**src/rtl/frame_pkg.sv**
```systemverilog
package frame_pkg;

  // Strobes handed from the frame sequencer to the bit datapath
  typedef struct packed {
    logic sof;     // presenting bit 0 of a frame
    logic inHdr;   // presenting a preamble bit
    logic inMsg;   // presenting a text bit
    logic inFill;  // presenting a filler bit
    logic step;    // presented bit is taken at this edge
    logic last;    // presented bit is the last of the frame
  } frameStrb_t;

endpackage

```
**src/rtl/frame_ctrl.sv**
```systemverilog
module frame_ctrl
  import frame_pkg::*;
#(
  parameter int FRAME_BITS = 200,
  parameter int HDR_BITS   = 26,
  parameter int MSG_CHARS  = 15,
  parameter int CHAR_BITS  = 7,
  parameter int NUM_DIGITS = 3,
  parameter int INDEX_MAX  = 99,
  localparam int POS_W     = $clog2(FRAME_BITS),
  localparam int CHAR_W    = $clog2(MSG_CHARS + 1),
  localparam int BIT_W     = $clog2(CHAR_BITS)
) (
  input  logic                        clk,
  input  logic                        rst,
  input  logic                        outReady,
  output logic                        outValid,
  output frameStrb_t                  strb,
  output logic [POS_W-1:0]            pos,
  output logic [CHAR_W-1:0]           charIdx,
  output logic [BIT_W-1:0]            bitIdx,
  output logic [NUM_DIGITS-1:0][3:0]  digits
);

  localparam int MSG_END = HDR_BITS + MSG_CHARS * CHAR_BITS;
  localparam int IDX_W   = $clog2(INDEX_MAX + 1);
  localparam logic [NUM_DIGITS*4-1:0] DIG_ONE = (NUM_DIGITS*4)'(1);

  logic                       validQ;
  logic [POS_W-1:0]           posQ;
  logic [CHAR_W-1:0]          chQ;
  logic [BIT_W-1:0]           bitQ;
  logic [IDX_W-1:0]           idxQ;
  logic [NUM_DIGITS-1:0][3:0] digQ;
  logic [NUM_DIGITS-1:0][3:0] digNext;

  // Decode of the bit position into frame regions
  always_comb begin
    strb.sof    = (posQ == '0);
    strb.inHdr  = (int'(posQ) < HDR_BITS);
    strb.inMsg  = (int'(posQ) >= HDR_BITS) && (int'(posQ) < MSG_END);
    strb.inFill = (int'(posQ) >= MSG_END);
    strb.step   = validQ && outReady;
    strb.last   = (posQ == POS_W'(FRAME_BITS - 1));
  end

  // Decimal ripple increment of the frame number digits
  always_comb begin
    logic carry;
    carry = 1'b1;
    for (int d = 0; d < NUM_DIGITS; d++) begin
      digNext[d] = digQ[d];
      if (carry) begin
        if (digQ[d] == 4'd9) begin
          digNext[d] = 4'd0;
        end else begin
          digNext[d] = digQ[d] + 4'd1;
          carry      = 1'b0;
        end
      end
    end
  end

  always_ff @(posedge clk) begin
    if (rst) begin
      validQ <= 1'b0;
      posQ   <= '0;
      chQ    <= '0;
      bitQ   <= '0;
      idxQ   <= IDX_W'(1);
      digQ   <= DIG_ONE;
    end else begin
      validQ <= 1'b1;
      if (strb.step) begin
        if (strb.last) begin
          posQ <= '0;
          chQ  <= '0;
          bitQ <= '0;
          if (idxQ == IDX_W'(INDEX_MAX)) begin
            idxQ <= IDX_W'(1);
            digQ <= DIG_ONE;
          end else begin
            idxQ <= idxQ + IDX_W'(1);
            digQ <= digNext;
          end
        end else begin
          posQ <= posQ + POS_W'(1);
          if (strb.inMsg) begin
            if (bitQ == BIT_W'(CHAR_BITS - 1)) begin
              bitQ <= '0;
              chQ  <= chQ + CHAR_W'(1);
            end else begin
              bitQ <= bitQ + BIT_W'(1);
            end
          end
        end
      end
    end
  end

  assign outValid = validQ;
  assign pos      = posQ;
  assign charIdx  = chQ;
  assign bitIdx   = bitQ;
  assign digits   = digQ;


  idx_nonzero_chk: assert property (@(posedge clk) disable iff (rst)
    idxQ != '0);

  for (genvar d = 0; d < NUM_DIGITS; d++) begin : g_digChk

    digit_range_chk: assert property (@(posedge clk) disable iff (rst)
      digQ[d] <= 4'd9);
  end


  stall_hold_chk: assert property (@(posedge clk) disable iff (rst)
    validQ && !outReady |=> $stable(posQ) && $stable(chQ) && $stable(bitQ) && $stable(idxQ));


  sof_single_chk: assert property (@(posedge clk) disable iff (rst)
    strb.sof && strb.step |=> !strb.sof);

endmodule

```
**src/rtl/frame_datapath.sv**
```systemverilog
module frame_datapath
  import frame_pkg::*;
#(
  parameter int FRAME_BITS = 200,
  parameter int HDR_BITS   = 26,
  parameter int MSG_CHARS  = 15,
  parameter int CHAR_BITS  = 7,
  parameter int NUM_DIGITS = 3,
  parameter logic [HDR_BITS/2-1:0] PREAMBLE = 13'b1111100110101,
  parameter logic [6:0] FILL_SEED = 7'h7F,
  parameter logic [4:0] SCR_SEED  = 5'h1F,
  localparam int POS_W  = $clog2(FRAME_BITS),
  localparam int CHAR_W = $clog2(MSG_CHARS + 1),
  localparam int BIT_W  = $clog2(CHAR_BITS)
) (
  input  logic                        clk,
  input  logic                        rst,
  input  frameStrb_t                  strb,
  input  logic [POS_W-1:0]            pos,
  input  logic [CHAR_W-1:0]           charIdx,
  input  logic [BIT_W-1:0]            bitIdx,
  input  logic [NUM_DIGITS-1:0][3:0]  digits,
  output logic                        dataBit
);

  localparam int CHIPS  = HDR_BITS / 2;
  localparam int CHIP_W = $clog2(CHIPS);
  localparam int DIG_W  = (NUM_DIGITS > 1) ? $clog2(NUM_DIGITS) : 1;
  localparam int FIXED  = MSG_CHARS - NUM_DIGITS;

  logic [6:0]           fillQ;
  logic [4:0]           scrQ;
  logic [CHIP_W-1:0]    chipSel;
  logic [CHAR_BITS-1:0] code;
  logic                 hdrBit;
  logic                 msgBit;
  logic                 fillBit;
  logic                 scrKey;
  logic                 payRaw;

  // Fixed part of the text line, then the frame number digits
  function automatic logic [CHAR_BITS-1:0] textChar(
    input logic [CHAR_W-1:0]          c,
    input logic [NUM_DIGITS-1:0][3:0] dg
  );
    logic [DIG_W-1:0] dSel;
    if (int'(c) >= FIXED) begin
      dSel = DIG_W'(MSG_CHARS - 1 - int'(c));
      return CHAR_BITS'(8'h30) | CHAR_BITS'(dg[dSel]);
    end
    case (c)
      CHAR_W'(0):  return CHAR_BITS'(8'h48);
      CHAR_W'(1):  return CHAR_BITS'(8'h65);
      CHAR_W'(2):  return CHAR_BITS'(8'h6C);
      CHAR_W'(3):  return CHAR_BITS'(8'h6C);
      CHAR_W'(4):  return CHAR_BITS'(8'h6F);
      CHAR_W'(6):  return CHAR_BITS'(8'h77);
      CHAR_W'(7):  return CHAR_BITS'(8'h6F);
      CHAR_W'(8):  return CHAR_BITS'(8'h72);
      CHAR_W'(9):  return CHAR_BITS'(8'h6C);
      CHAR_W'(10): return CHAR_BITS'(8'h64);
      default:     return CHAR_BITS'(8'h20);
    endcase
  endfunction

  always_comb begin
    chipSel = CHIP_W'(CHIPS - 1) - CHIP_W'(pos >> 1);
    hdrBit  = PREAMBLE[chipSel];
    code    = textChar(charIdx, digits);
    msgBit  = code[BIT_W'(CHAR_BITS - 1) - bitIdx];
    fillBit = fillQ[6] ^ fillQ[5];
    scrKey  = scrQ[4] ^ scrQ[3];
    payRaw  = strb.inMsg ? msgBit : fillBit;
    dataBit = strb.inHdr ? hdrBit : (payRaw ^ scrKey);
  end

  // Filler generator, steps on taken filler bits only
  always_ff @(posedge clk) begin
    if (rst) begin
      fillQ <= FILL_SEED;
    end else if (strb.step && strb.inFill) begin
      fillQ <= {fillQ[5:0], fillQ[6] ^ fillQ[5]};
    end
  end

  // Payload scrambler, reseeded as each frame closes
  always_ff @(posedge clk) begin
    if (rst) begin
      scrQ <= SCR_SEED;
    end else if (strb.step) begin
      if (strb.last) begin
        scrQ <= SCR_SEED;
      end else if (!strb.inHdr) begin
        scrQ <= {scrQ[3:0], scrQ[4] ^ scrQ[3]};
      end
    end
  end


  scr_seed_at_sof_chk: assert property (@(posedge clk) disable iff (rst)
    strb.sof |-> scrQ == SCR_SEED);


  fill_nonzero_chk: assert property (@(posedge clk) disable iff (rst)
    fillQ != '0);


  fill_hold_chk: assert property (@(posedge clk) disable iff (rst)
    !strb.inFill |=> $stable(fillQ));

endmodule

```
**src/rtl/frame_bitgen.sv**
```systemverilog
module frame_bitgen
  import frame_pkg::*;
#(
  parameter int FRAME_BITS = 200,
  parameter int HDR_BITS   = 26,
  parameter int MSG_CHARS  = 15,
  parameter int CHAR_BITS  = 7,
  parameter int NUM_DIGITS = 3,
  parameter int INDEX_MAX  = 99
) (
  input  logic clk,
  input  logic rst,
  input  logic outReady,
  output logic outValid,
  output logic outBit,
  output logic outSof
);

  localparam int POS_W  = $clog2(FRAME_BITS);
  localparam int CHAR_W = $clog2(MSG_CHARS + 1);
  localparam int BIT_W  = $clog2(CHAR_BITS);

  frameStrb_t                 strb;
  logic [POS_W-1:0]           pos;
  logic [CHAR_W-1:0]          charIdx;
  logic [BIT_W-1:0]           bitIdx;
  logic [NUM_DIGITS-1:0][3:0] digits;
  logic                       validInt;

  frame_ctrl #(
    .FRAME_BITS(FRAME_BITS), .HDR_BITS(HDR_BITS), .MSG_CHARS(MSG_CHARS),
    .CHAR_BITS(CHAR_BITS), .NUM_DIGITS(NUM_DIGITS), .INDEX_MAX(INDEX_MAX)
  ) u_ctrl (
    .clk(clk), .rst(rst), .outReady(outReady), .outValid(validInt),
    .strb(strb), .pos(pos), .charIdx(charIdx), .bitIdx(bitIdx), .digits(digits)
  );

  frame_datapath #(
    .FRAME_BITS(FRAME_BITS), .HDR_BITS(HDR_BITS), .MSG_CHARS(MSG_CHARS),
    .CHAR_BITS(CHAR_BITS), .NUM_DIGITS(NUM_DIGITS)
  ) u_dp (
    .clk(clk), .rst(rst), .strb(strb), .pos(pos), .charIdx(charIdx),
    .bitIdx(bitIdx), .digits(digits), .dataBit(outBit)
  );

  assign outValid = validInt;
  assign outSof   = validInt && strb.sof;


  port_stall_chk: assert property (@(posedge clk) disable iff (rst)
    outValid && !outReady |=> outValid && $stable(outBit) && $stable(outSof));


  valid_high_chk: assert property (@(posedge clk) disable iff (rst)
    1'b1 |=> outValid);

endmodule

```
**config.mk**
```make
export PLATFORM = sky130hd
export DESIGN_NAME = frame_bitgen
export DESIGN_NICKNAME = d
export VERILOG_FILES = /design/src/rtl/frame_pkg.sv /design/src/rtl/frame_ctrl.sv /design/src/rtl/frame_datapath.sv /design/src/rtl/frame_bitgen.sv
export SDC_FILE = /design/constraint.sdc
export NUM_CORES = 1
export LEC_CHECK = 0
export ABC_AREA = 1
export ABC_CLOCK_PERIOD_IN_PS = 2200
export BUFFER_PORTS_ARGS = -buffer_cell sky130_fd_sc_hd__buf_2
export CAP_MARGIN = 0
export CORE_MARGIN = 10
export CORE_UTILIZATION = 40
export CTS_CLUSTER_SIZE = 16
export DETAILED_ROUTE_END_ITERATION = 10
export HOLD_SLACK_MARGIN = 0.06
export PLACE_DENSITY_LB_ADDON = 0.08
export SLEW_MARGIN = 20
export SYNTH_ARGS = -nofsm -noshare
export SYNTH_HDL_FRONTEND = slang
export SYNTH_SLANG_ARGS = --single-unit
```
**constraint.sdc**
```tcl
create_clock -name clk -period 2.2 [get_ports clk]
set_clock_uncertainty 0.2 [all_clocks]
set_input_delay 0.44 -clock clk [delete_from_list [all_inputs] [get_ports clk]]
set_output_delay 0.44 -clock clk [all_outputs]
set_load 0.02 [all_outputs]
```
==> impl_metrics.py, run 1 <==
metrics = {
    "setup_path": {
        "cp_slowest_stage_delay_ns": 0.37,
        "startpoint_type": "flip-flop",
        "series_of_cell_instances_along_the_critical_path": "ha_4 > nor2_1 > nand3_1 > nand2_2 > buf_4 > nand2_1 > a31oi_1 > nand2_2 > nand2_2 > nand2_2 > nand3_2 > nand2_2 > buf_6",
        "path_max_fanout": 3,
        "critical_path_buf_inv_count": 2,
        "critical-path-slowest-cell": "dfxtp_4",
        "setup.worst_path.end_class": "primary output",
        "critical_path.most_common_cell": "nand2_2",
        "critical_path_required_ns": 1.56,
        "worstPathArrival_ns": 2.05,
        "worst-setup-path-type": "reg -> out",
        "critical_path.top_delay_family": "simple AND/OR/NAND/NOR gates",
    },
    "route": {
        "detail_route.drc_violations": 0,
        "drt-vias-per-instance": 4.71,
        "dr.pass1.iters": 6,
        "antenna_violating_nets_post_route": 0,
        "drt_iter0_markers": 76,
        "vias": 2866,
        "drt_wl_total_um": 7330,
        "wl_per_cell_um": 12.1,
    },
    "yosys": {
        "synth-edff-count": 0,
        "synth.area.top_cells": "dfxtp_1 36%, nand2_1 12%, ha_1 9.1%",
        "synth.distinct_cells": 37,
        "synth.avg_cell_area_um2": 7.17,
        "synthesis.nets": 445,
        "fraction_of_synthesis_flops_using_an_asynchronous_set_or_reset_pin": 0,
        "synth-main-ff-cell": "dfxtp_1",
        "yosys_warnings": 0,
        "mappedNetlistArea_um2": 3010,
        "post-synth-top-area-cell": "dfxtp_1",
        "ys_seq_area_frac": 0.359,
        "synth_commonest_cells": "99 x nand2_1, 54 x dfxtp_1, 50 x inv_1",
        "most_frequent_cell_after_synthesis": "nand2_1",
        "synthCells": 420,
        "synth.top_cell.area_share": 0.359,
        "flop_and_latch_count_out_of_synthesis": 54,
    },
    "global_route": {
        "grt_antenna_before_repair": 0,
        "pin_count_of_the_biggest_net_entering_global_routing": 17,
        "grt-ovfl-total": 0,
        "grt_pass1_vias": 2846,
        "global_route_wire_length_before_repair_um": 12600,
        "track_usage": 0.131,
    },
    "placement": {
        "port-buffer-count": 5,
        "post-place-ws_ns": -0.186,
        "gpl.final_weighted_congestion": 0.878,
        "detailed_place_hpwl_um": 5610,
        "placed_area_um2": 3750,
    },
    "cells_and_area": {
        "drive_above_1_share": 0.334,
        "fillers": 725,
        "area_growth_syn_to_layout_pct": 35.1,
        "net_count_final": 533,
        "final_area_um2": 4070,
        "insertedDiodeCount": 0,
    },
    "clocking": {
        "clk_transition_reported_paths_ns": 0.10,
        "cts-root-to-sink-buffers": 2,
        "cts_inserted_buffers": 5,
        "htree_levels": 2,
        "clock-root-buffer": "clkbuf_8",
        "later_pin_clock_latency_in_the_skew_report_ns": 0.31,
        "cts_tree": "built",
        "postCtsHoldBufs": 0,
        "cts_num_sinks": 54,
    },
    "die": {
        "top_level_ports": 6,
        "effective_utilization_at_floorplan": 0.413,
        "chip_height_um": 107,
        "dieArea_um2": 11400,
        "die_w_um": 107,
        "coreArea_um2": 7290,
        "row_count": 31,
    },
    "power_and_ir_drop": {
        "power.static_leakage_nw": 1.93,
        "pwr-share-clk": 0.374,
        "ratio_of_total_power_to_cell_area_nw_per_um2": 420,
        "switching_power_uw": 403,
        "power.ir.vdd_worst_mv": 0.276,
        "comb_power_share": 0.049,
        "post-layout-total-power_mw": 1.71,
        "sequentialPowerShare": 0.577,
        "internal_power_mw": 1.30,
        "netSwitchingFraction": 0.236,
    },
    "sta": {
        "fin_ws_ns": -0.489,
        "slew_headroom": 0.794,
        "timing_max_transition_violations_final": 0,
        "timing.fmax_ghz": 0.372,
        "min_period_over_period": 1.22,
        "timing_hold_violations_final": 0,
        "setup_repair_after_global_routing_missed_its_margin": "yes",
        "worst_pin_slew_ns": 0.307,
        "finalSetupViolations": 5,
        "period_needed_ns": 2.69,
    },
    "status": {
        "violations": "setup timing",
        "run_status": "complete, but fails checks",
    },
    "run": {
        "max_cap_violations": 0,
    },
    "worst_hold_path": {
        "class_of_the_worst_hold_path": "reg -> reg",
    },
}
==> area by class of cell <==
| class | instances | area [um^2] | area share |
|---|---|---|---|
| Clock buffer | 6 | 93.8 | 0.0231 |
| Clock inverter | 2 | 10.0 | 0.00246 |
| Tap cell | 99 | 124 | 0.0305 |
| Inverter | 61 | 238 | 0.0584 |
| Timing Repair Buffer | 86 | 671 | 0.165 |
| Sequential cell | 54 | 1090 | 0.269 |
| Multi-Input combinational cell | 300 | 1840 | 0.452 |
==> metrics by stage <==
stage / setup TNS (ns) / utilization / hold WS (ns) / std cells
final: -0.576 / 0.558 / 0.268 / 608
after global routing: -1.43 / 0.558 / 0.288 / 608
after CTS: -0.453 / 0.537 / 0.270 / 604
after detailed placement: -0.561 / 0.515 / 0.244 / 593
after global placement: -0.375 / 0.515 / 0.241 / 593
after floorplan: -0.00336 / - / 0.229 / 420
==> metal layers <==
metal	wire, um	global-route usage	vias to the layer above
li1	-	-	1531
met1	3560	0.160	1303
met2	3510	0.224	24
met3	161	0.0240	8
met4	99	0.0474	0
met5	0	0	-
==> power groups by stage <==
stage	clock network, mW	registers [mW]	logic (mW)
2_1_floorplan	0	1.01	0.0393
3_3_place_gp	0	1.01	0.0802
3_5_place_dp	0	1.01	0.0804
4_1_cts	0.662	0.985	0.0825
5_1_grt	0.685	0.986	0.0942
6_report	0.638	0.985	0.0840
==> cell usage in the layout, fill, tap and decap left out, drive strengths merged <==
cell / instances
o22ai: 1
o211ai: 4
xnor2: 5
nor4: 1
a31oi: 2
xor2: 3
nor3b: 1
nand3: 48
clkbuf: 6
o31ai: 1
nor2: 34
a21oi: 15
clkinv: 4
nand4: 9
buf: 86
a211oi: 1
o21ai: 24
dfxtp: 54
o21bai: 1
nor3: 14
nand2: 108
o21a: 2
ha: 22
or2: 3
inv: 59
nand3b: 1
==> path summary, 6_finish.rpt <==
path	from	to	slack (ns)	cells past startpoint
setup / recovery	u_ctrl.pos[1]$_SDFFE_PP0P_	outBit	-0.49	13
hold / removal	u_dp.fillQ[4]$_SDFFE_PP1P_	u_dp.fillQ[4]$_SDFFE_PP1P_	0.27	2
setup reg to reg	u_ctrl.pos[1]$_SDFFE_PP0P_	flip-flop	-0.03	14
hold reg to reg	u_dp.fillQ[4]$_SDFFE_PP1P_	u_dp.fillQ[4]$_SDFFE_PP1P_	0.27	2
==> logic make-up after synthesis <==
family	after synthesis	share of synthesized area
AND/OR/NAND/NOR	219	0.342
AO/OA/AOI/OAI	51	0.0948
buffers and inverters	66	0.0889
adder cells (fa/ha/maj)	22	0.0914
flip-flops	54	0.359
XOR/XNOR	8	0.0233
==> tightest hold or removal path: cells and delay by family (launching register included) <==
kind,cells,cell delay [ns]
flops,1,0.34
simple gates,2,0.10
==> what timing repair did <==
item,4_1_cts,5_1_grt
gates resized for setup,16,36
endpoints found under the setup margin,7,12
buffers inserted,3,4
pin swaps,7,15
Power figures use the tool's default switching activity.
==> run 2: changes to the inputs <==
--- a/config.mk
+++ b/config.mk
@@ -13,6 +13,7 @@
 export CORE_UTILIZATION = 40
 export CTS_CLUSTER_SIZE = 16
 export DETAILED_ROUTE_END_ITERATION = 10
+export GPL_TIMING_DRIVEN = 0
 export HOLD_SLACK_MARGIN = 0.06
 export PLACE_DENSITY_LB_ADDON = 0.08
 export SLEW_MARGIN = 20
==> run 2 against run 1 <==
Net effect: the run still ends with setup timing left; clock-buffer cell count did not move; hold slack worse by 0.082 ns; maximum frequency shrank 0.38%; cell count fell by 9.2%; final area is 11% lower; flip-flop and latch count unchanged; via count decreased by 6.3%; total power grew 0.98%; routed wire length fell by 11%; register-to-register slack worse by 0.04 ns.
==> impl_metrics.py, run 2 (synthesis results as in run 1) <==
metrics = {
    "setup_path": {
        "startpoint_type": "flip-flop",
        "series_of_cell_instances_along_the_critical_path": "inv_4 > ha_4 > inv_4 > nand2_2 > nand3_2 > nand2_1 > nand2_1 > nand3_1 > nand2_1 > nand2_1 > nand2_1 > nand2_1 > nand2_1 > nand2_1 > nand3_2 > nand2_2 > buf_6",
        "worstRegToRegCells": 16,
        "setup.worst_path.end_class": "primary output",
        "reg2reg_setup_slack_ns": -0.07,
        "critical_path_required_ns": 1.56,
        "cp_slowest_stage_delay_ns": 0.38,
        "path_max_fanout": 6,
        "worst-setup-path-type": "reg -> out",
        "critical-path-slowest-cell": "dfxtp_4",
        "critical_path.most_common_cell": "nand2_1",
        "critical_path.top_delay_family": "simple AND/OR/NAND/NOR gates",
        "critical_path_buf_inv_count": 3,
        "worstPathArrival_ns": 2.06,
        "worstReg2RegStart": "u_ctrl.pos[0]$_SDFFE_PP0P_",
    },
    "cells_and_area": {
        "drive_above_1_share": 0.230,
        "net_count_final": 477,
        "layout_common_cells": "90 x nand2_1, 47 x dfxtp_1, 42 x inv_1",
        "area_growth_syn_to_layout_pct": 20.7,
        "insertedDiodeCount": 0,
        "final_area_um2": 3630,
        "fillers": 767,
        "most_frequent_standard_cell_in_the_layout_excluding_fill_and_tap_cells": "nand2_1",
    },
    "route": {
        "drt_wl_total_um": 6520,
        "detail_route.drc_violations": 0,
        "dr.pass1.iters": 4,
        "wl_per_cell_um": 11.8,
        "drt-vias-per-instance": 4.86,
        "drt_iter0_markers": 145,
        "antenna_violating_nets_post_route": 0,
        "vias": 2685,
    },
    "placement": {
        "placed_area_um2": 3230,
        "gpl.final_weighted_congestion": 0.827,
        "port-buffer-count": 5,
        "detailed_place_hpwl_um": 4860,
    },
    "clocking": {
        "postCtsHoldBufs": 0,
        "cts_num_sinks": 54,
        "later_pin_clock_latency_in_the_skew_report_ns": 0.32,
        "clk_transition_reported_paths_ns": 0.11,
        "cts-root-to-sink-buffers": 2,
        "clock-root-buffer": "clkbuf_8",
        "cts_inserted_buffers": 5,
        "htree_levels": 2,
        "cts_tree": "built",
    },
    "global_route": {
        "pin_count_of_the_biggest_net_entering_global_routing": 19,
        "grt-ovfl-total": 0,
        "grt_antenna_before_repair": 0,
        "global_route_wire_length_before_repair_um": 11600,
        "track_usage": 0.120,
        "grt_pass1_vias": 2599,
    },
    "power_and_ir_drop": {
        "pwr-share-clk": 0.388,
        "switching_power_uw": 420,
        "comb_power_share": 0.041,
        "ratio_of_total_power_to_cell_area_nw_per_um2": 474,
        "power.ir.vdd_worst_mv": 0.224,
        "internal_power_mw": 1.30,
        "power.static_leakage_nw": 1.66,
        "netSwitchingFraction": 0.244,
        "sequentialPowerShare": 0.571,
    },
    "status": {
        "violations": "setup timing",
        "run_status": "complete, but fails checks",
    },
    "sta": {
        "slew_headroom": 0.640,
        "min_period_over_period": 1.23,
        "finalSetupViolations": 5,
        "timing_hold_violations_final": 0,
        "setup_tns_ns": -0.673,
        "setup_repair_after_global_routing_missed_its_margin": "yes",
        "timing_max_transition_violations_final": 0,
        "timing.fmax_ghz": 0.370,
        "fin_ws_ns": -0.499,
        "worst_pin_slew_ns": 0.538,
        "period_needed_ns": 2.70,
    },
    "run": {
        "max_cap_violations": 0,
    },
    "worst_hold_path": {
        "hold-path-endpoint": "u_ctrl.pos[2]$_SDFFE_PP0P_",
        "hold_path_startpoint": "rst",
        "whs_path_depth": 2,
        "class_of_the_worst_hold_path": "in -> reg",
    },
    "die": {
        "coreArea_um2": 7290,
        "chip_height_um": 107,
        "top_level_ports": 6,
        "row_count": 31,
        "dieArea_um2": 11400,
        "effective_utilization_at_floorplan": 0.413,
        "die_w_um": 107,
    },
}
run 2: changes by cell type in the layout (fill, tap and decap cells not counted), moves of 4 or more:
cell,delta
nand2_2,-6
nand3_1,+4
nand3_2,-4
buf_4,-55
nand2_1,+5
run 2: repair_timing:
action / in CTS / in global routing
cloned: 0 / 0
pin swaps: 5 / 12
setup endpoints to repair: 13 / 20
gates resized for setup: 25 / 24
endpoints found under the hold margin: 0 / 0
buffers inserted: 15 / 5
run 2: area by class of cell:
class | instances | area (um^2) | area share
buffer | 5 | 50.0 | 0.0138
clock buffer | 6 | 93.8 | 0.0258
timing repair buffer | 25 | 188 | 0.0517
clock inverter | 2 | 18.8 | 0.00517
inverter | 61 | 258 | 0.0709
tap | 99 | 124 | 0.0341
sequential | 54 | 1090 | 0.301
multi-input combinational | 300 | 1810 | 0.497
run 2: per-layer routing:
metal  global-route usage  share of wire
met5                    0              0
met4               0.0397          0.016
met3               0.0246          0.025
met2                0.194           0.46
met1                0.156           0.50
run 2: through the flow:
stage	std cells	utilization	power [mW]	worst slack [ns]	hold WS, ns
floorplan	420	-	1.05	-0.00336	0.229
global placement	524	0.442	1.07	-0.457	0.244
detailed placement	524	0.442	1.07	-0.479	0.244
CTS	547	0.482	1.74	-0.490	0.184
global route	552	0.498	1.79	-0.662	0.209
finish	552	0.498	1.72	-0.499	0.187
run 2: worst max path at each step:
stage	from	end	slack, ns	cells after the start
finish	u_ctrl.charIdx[0]$_SDFFE_PP0N_	outBit	-0.50	17
global route	u_ctrl.charIdx[0]$_SDFFE_PP0N_	outBit	-0.66	17
CTS	u_ctrl.charIdx[0]$_SDFFE_PP0N_	outBit	-0.49	17
detailed placement	u_ctrl.bitIdx[0]$_SDFFE_PP0P_	outBit	-0.48	15
global placement	u_ctrl.bitIdx[0]$_SDFFE_PP0P_	outBit	-0.46	15
floorplan	u_ctrl.bitIdx[0]$_SDFFE_PP0P_	outBit	-0.003	14
run 2: power by group through the flow:
stage               logic (mW)  clock network [mW]  registers [mW]
floorplan               0.0393                   0            1.01
detailed placement      0.0607                   0            1.01
global placement        0.0612                   0            1.01
global route            0.0816               0.722           0.984
CTS                     0.0646               0.689           0.985
finish                  0.0709               0.669           0.984
==> run 3: changes to the inputs <==
--- a/config.mk
+++ b/config.mk
@@ -9,11 +9,11 @@
 export ABC_CLOCK_PERIOD_IN_PS = 2200
 export BUFFER_PORTS_ARGS = -buffer_cell sky130_fd_sc_hd__buf_2
 export CAP_MARGIN = 0
+export CORE_ASPECT_RATIO = 1.2
 export CORE_MARGIN = 10
 export CORE_UTILIZATION = 40
 export CTS_CLUSTER_SIZE = 16
 export DETAILED_ROUTE_END_ITERATION = 10
-export GPL_TIMING_DRIVEN = 0
 export HOLD_SLACK_MARGIN = 0.06
 export PLACE_DENSITY_LB_ADDON = 0.08
 export SLEW_MARGIN = 20
==> run 3 against run 2 <==
Net effect: the flow still finishes with violations (setup timing); maximum frequency is 3.1% higher; hold slack better by 0.081 ns; critical path depth is 4 lower; register-to-register slack worse by 0.05 ns; core utilization is 8.3 points higher; setup slack better by 0.081 ns.
==> impl_metrics.py, run 3 (synthesis results as in run 1) <==
metrics = {
    "sta": {
        "slew_headroom": 0.802,
        "worst_pin_slew_ns": 0.295,
        "fin_ws_ns": -0.419,
        "timing_hold_violations_final": 0,
        "finalSetupViolations": 8,
        "min_period_over_period": 1.19,
        "period_needed_ns": 2.62,
        "timing_max_transition_violations_final": 0,
        "setup_repair_after_global_routing_missed_its_margin": "yes",
        "worst_hold_slack_ns": 0.268,
        "timing.fmax_ghz": 0.382,
    },
    "cells_and_area": {
        "drive_above_1_share": 0.355,
        "layout.area.seq_um2": 1090,
        "final_cells": 597,
        "fillers": 683,
        "net_count_final": 531,
        "most_frequent_standard_cell_in_the_layout_excluding_fill_and_tap_cells": "nand2_1",
        "multiInputGateArea_um2": 1990,
        "layout_common_cells": "80 x nand2_1, 63 x buf_4, 48 x dfxtp_1",
        "insertedDiodeCount": 0,
        "area_growth_syn_to_layout_pct": 40.4,
    },
    "placement": {
        "detailed_place_hpwl_um": 5470,
        "gpl.final_weighted_congestion": 0.821,
        "post-place-cells": 576,
        "port-buffer-count": 5,
    },
    "run": {
        "max_cap_violations": 0,
    },
    "route": {
        "vias": 2918,
        "detail_route.drc_violations": 0,
        "dr.pass1.iters": 4,
        "antenna_violating_nets_post_route": 0,
        "drt_iter0_markers": 113,
        "wl_per_cell_um": 12.4,
        "drt_wl_total_um": 7400,
        "drt-vias-per-instance": 4.89,
    },
    "power_and_ir_drop": {
        "internal_power_mw": 1.31,
        "netSwitchingFraction": 0.240,
        "power.ir.vdd_worst_mv": 0.268,
        "comb_power_share": 0.058,
        "switching_power_uw": 414,
        "ratio_of_total_power_to_cell_area_nw_per_um2": 408,
        "sequentialPowerShare": 0.570,
        "pwr-share-clk": 0.372,
        "power.static_leakage_nw": 1.96,
    },
    "die": {
        "coreArea_um2": 7270,
        "row_count": 34,
        "dieArea_um2": 11400,
        "die_w_um": 99.2,
        "chip_height_um": 115,
        "top_level_ports": 6,
        "effective_utilization_at_floorplan": 0.414,
    },
    "setup_path": {
        "worstPathArrival_ns": 1.98,
        "worst-setup-path-type": "reg -> out",
        "startpoint_type": "flip-flop",
        "path_max_fanout": 3,
        "setup.worst_path.end_class": "primary output",
        "critical_path_required_ns": 1.56,
    },
    "global_route": {
        "track_usage": 0.125,
        "grt_pass1_vias": 2701,
        "pin_count_of_the_biggest_net_entering_global_routing": 17,
        "global_route_wire_length_before_repair_um": 11900,
        "grt-ovfl-total": 0,
        "grt_antenna_before_repair": 0,
    },
    "clocking": {
        "later_pin_clock_latency_in_the_skew_report_ns": 0.31,
        "clk_transition_reported_paths_ns": 0.11,
        "cts_inserted_buffers": 5,
        "clock-root-buffer": "clkbuf_8",
        "cts_tree": "built",
        "cts-root-to-sink-buffers": 2,
        "cts_num_sinks": 54,
        "htree_levels": 2,
    },
    "status": {
        "run_status": "complete, but fails checks",
        "violations": "setup timing",
    },
    "worst_hold_path": {
        "class_of_the_worst_hold_path": "reg -> reg",
    },
}
[run 3: final timing paths]
path                              startpoint                          to  slack [ns]  depth (start not counted)
setup reg to reg  u_ctrl.pos[1]$_SDFFE_PP0P_                   flip-flop       -0.12                         16
hold reg to reg   u_dp.fillQ[2]$_SDFFE_PP1P_  u_dp.fillQ[2]$_SDFFE_PP1P_        0.27                          2
hold / removal    u_dp.fillQ[2]$_SDFFE_PP1P_  u_dp.fillQ[2]$_SDFFE_PP1P_        0.27                          2
setup / recovery  u_ctrl.pos[1]$_SDFFE_PP0P_                      outBit       -0.42                         13
[run 3: power by group through the flow]
stage | logic (mW) | clock network [mW] | registers, mW
after floorplan | 0.0393 | 0 | 1.01
after global placement | 0.0800 | 0 | 1.01
after detailed placement | 0.0816 | 0 | 1.01
after CTS | 0.0824 | 0.662 | 0.985
after global routing | 0.108 | 0.701 | 0.985
final | 0.0993 | 0.642 | 0.984
[run 3: timing repair]
action                                  4_1_cts  5_1_grt
gates cloned                                  0        0
endpoints found under the setup margin        8       10
setup buffers                                 1       14
hold buffers                                  0        0
pin swaps                                     3       26
gates resized for setup                      16       77
[run 3: worst max-delay path, cell delays in order (launching register included)]
cell     delay, ns
dfxtp_4       0.38
ha_4          0.16
nor2_1        0.10
nand3_1       0.11
nand2_2       0.09
buf_4         0.11
nand2_1       0.07
a31oi_1       0.17
nand2_2       0.09
nand2_1       0.06
nand2_1       0.05
nand3_1       0.09
nand2_2       0.05
buf_6         0.13
[run 3: layout make-up]
cell class	instances	area share
multi-input cells	300	0.470
clock buffers	7	0.0228
inverters	61	0.0580
repair buffers	84	0.162
flip-flops and latches	54	0.259
well taps	90	0.0266
clock inverters	1	0.00207
[run 3: metal layers]
| metal | share of wire | up-vias | wire length, um | global-route usage |
|---|---|---|---|---|
| met5 | 0 | - | 0 | 0 |
| met4 | 0.021 | 0 | 153 | 0.0402 |
| met3 | 0.022 | 14 | 166 | 0.0234 |
| met2 | 0.51 | 27 | 3800 | 0.217 |
| met1 | 0.44 | 1341 | 3280 | 0.151 |
| li1 | - | 1536 | - | - |
[run 3: metrics by stage]
stage	area, um^2	TNS (ns)	worst slack (ns)	total power, mW	util
finish	4230	-0.865	-0.419	1.73	0.581
global route	4230	-1.77	-0.571	1.79	0.581
CTS	3810	-0.517	-0.383	1.73	0.524
detailed placement	3670	-0.414	-0.154	1.09	0.505
global placement	3670	-0.365	-0.103	1.09	0.505
floorplan	3080	-0.00336	-0.00336	1.05	-
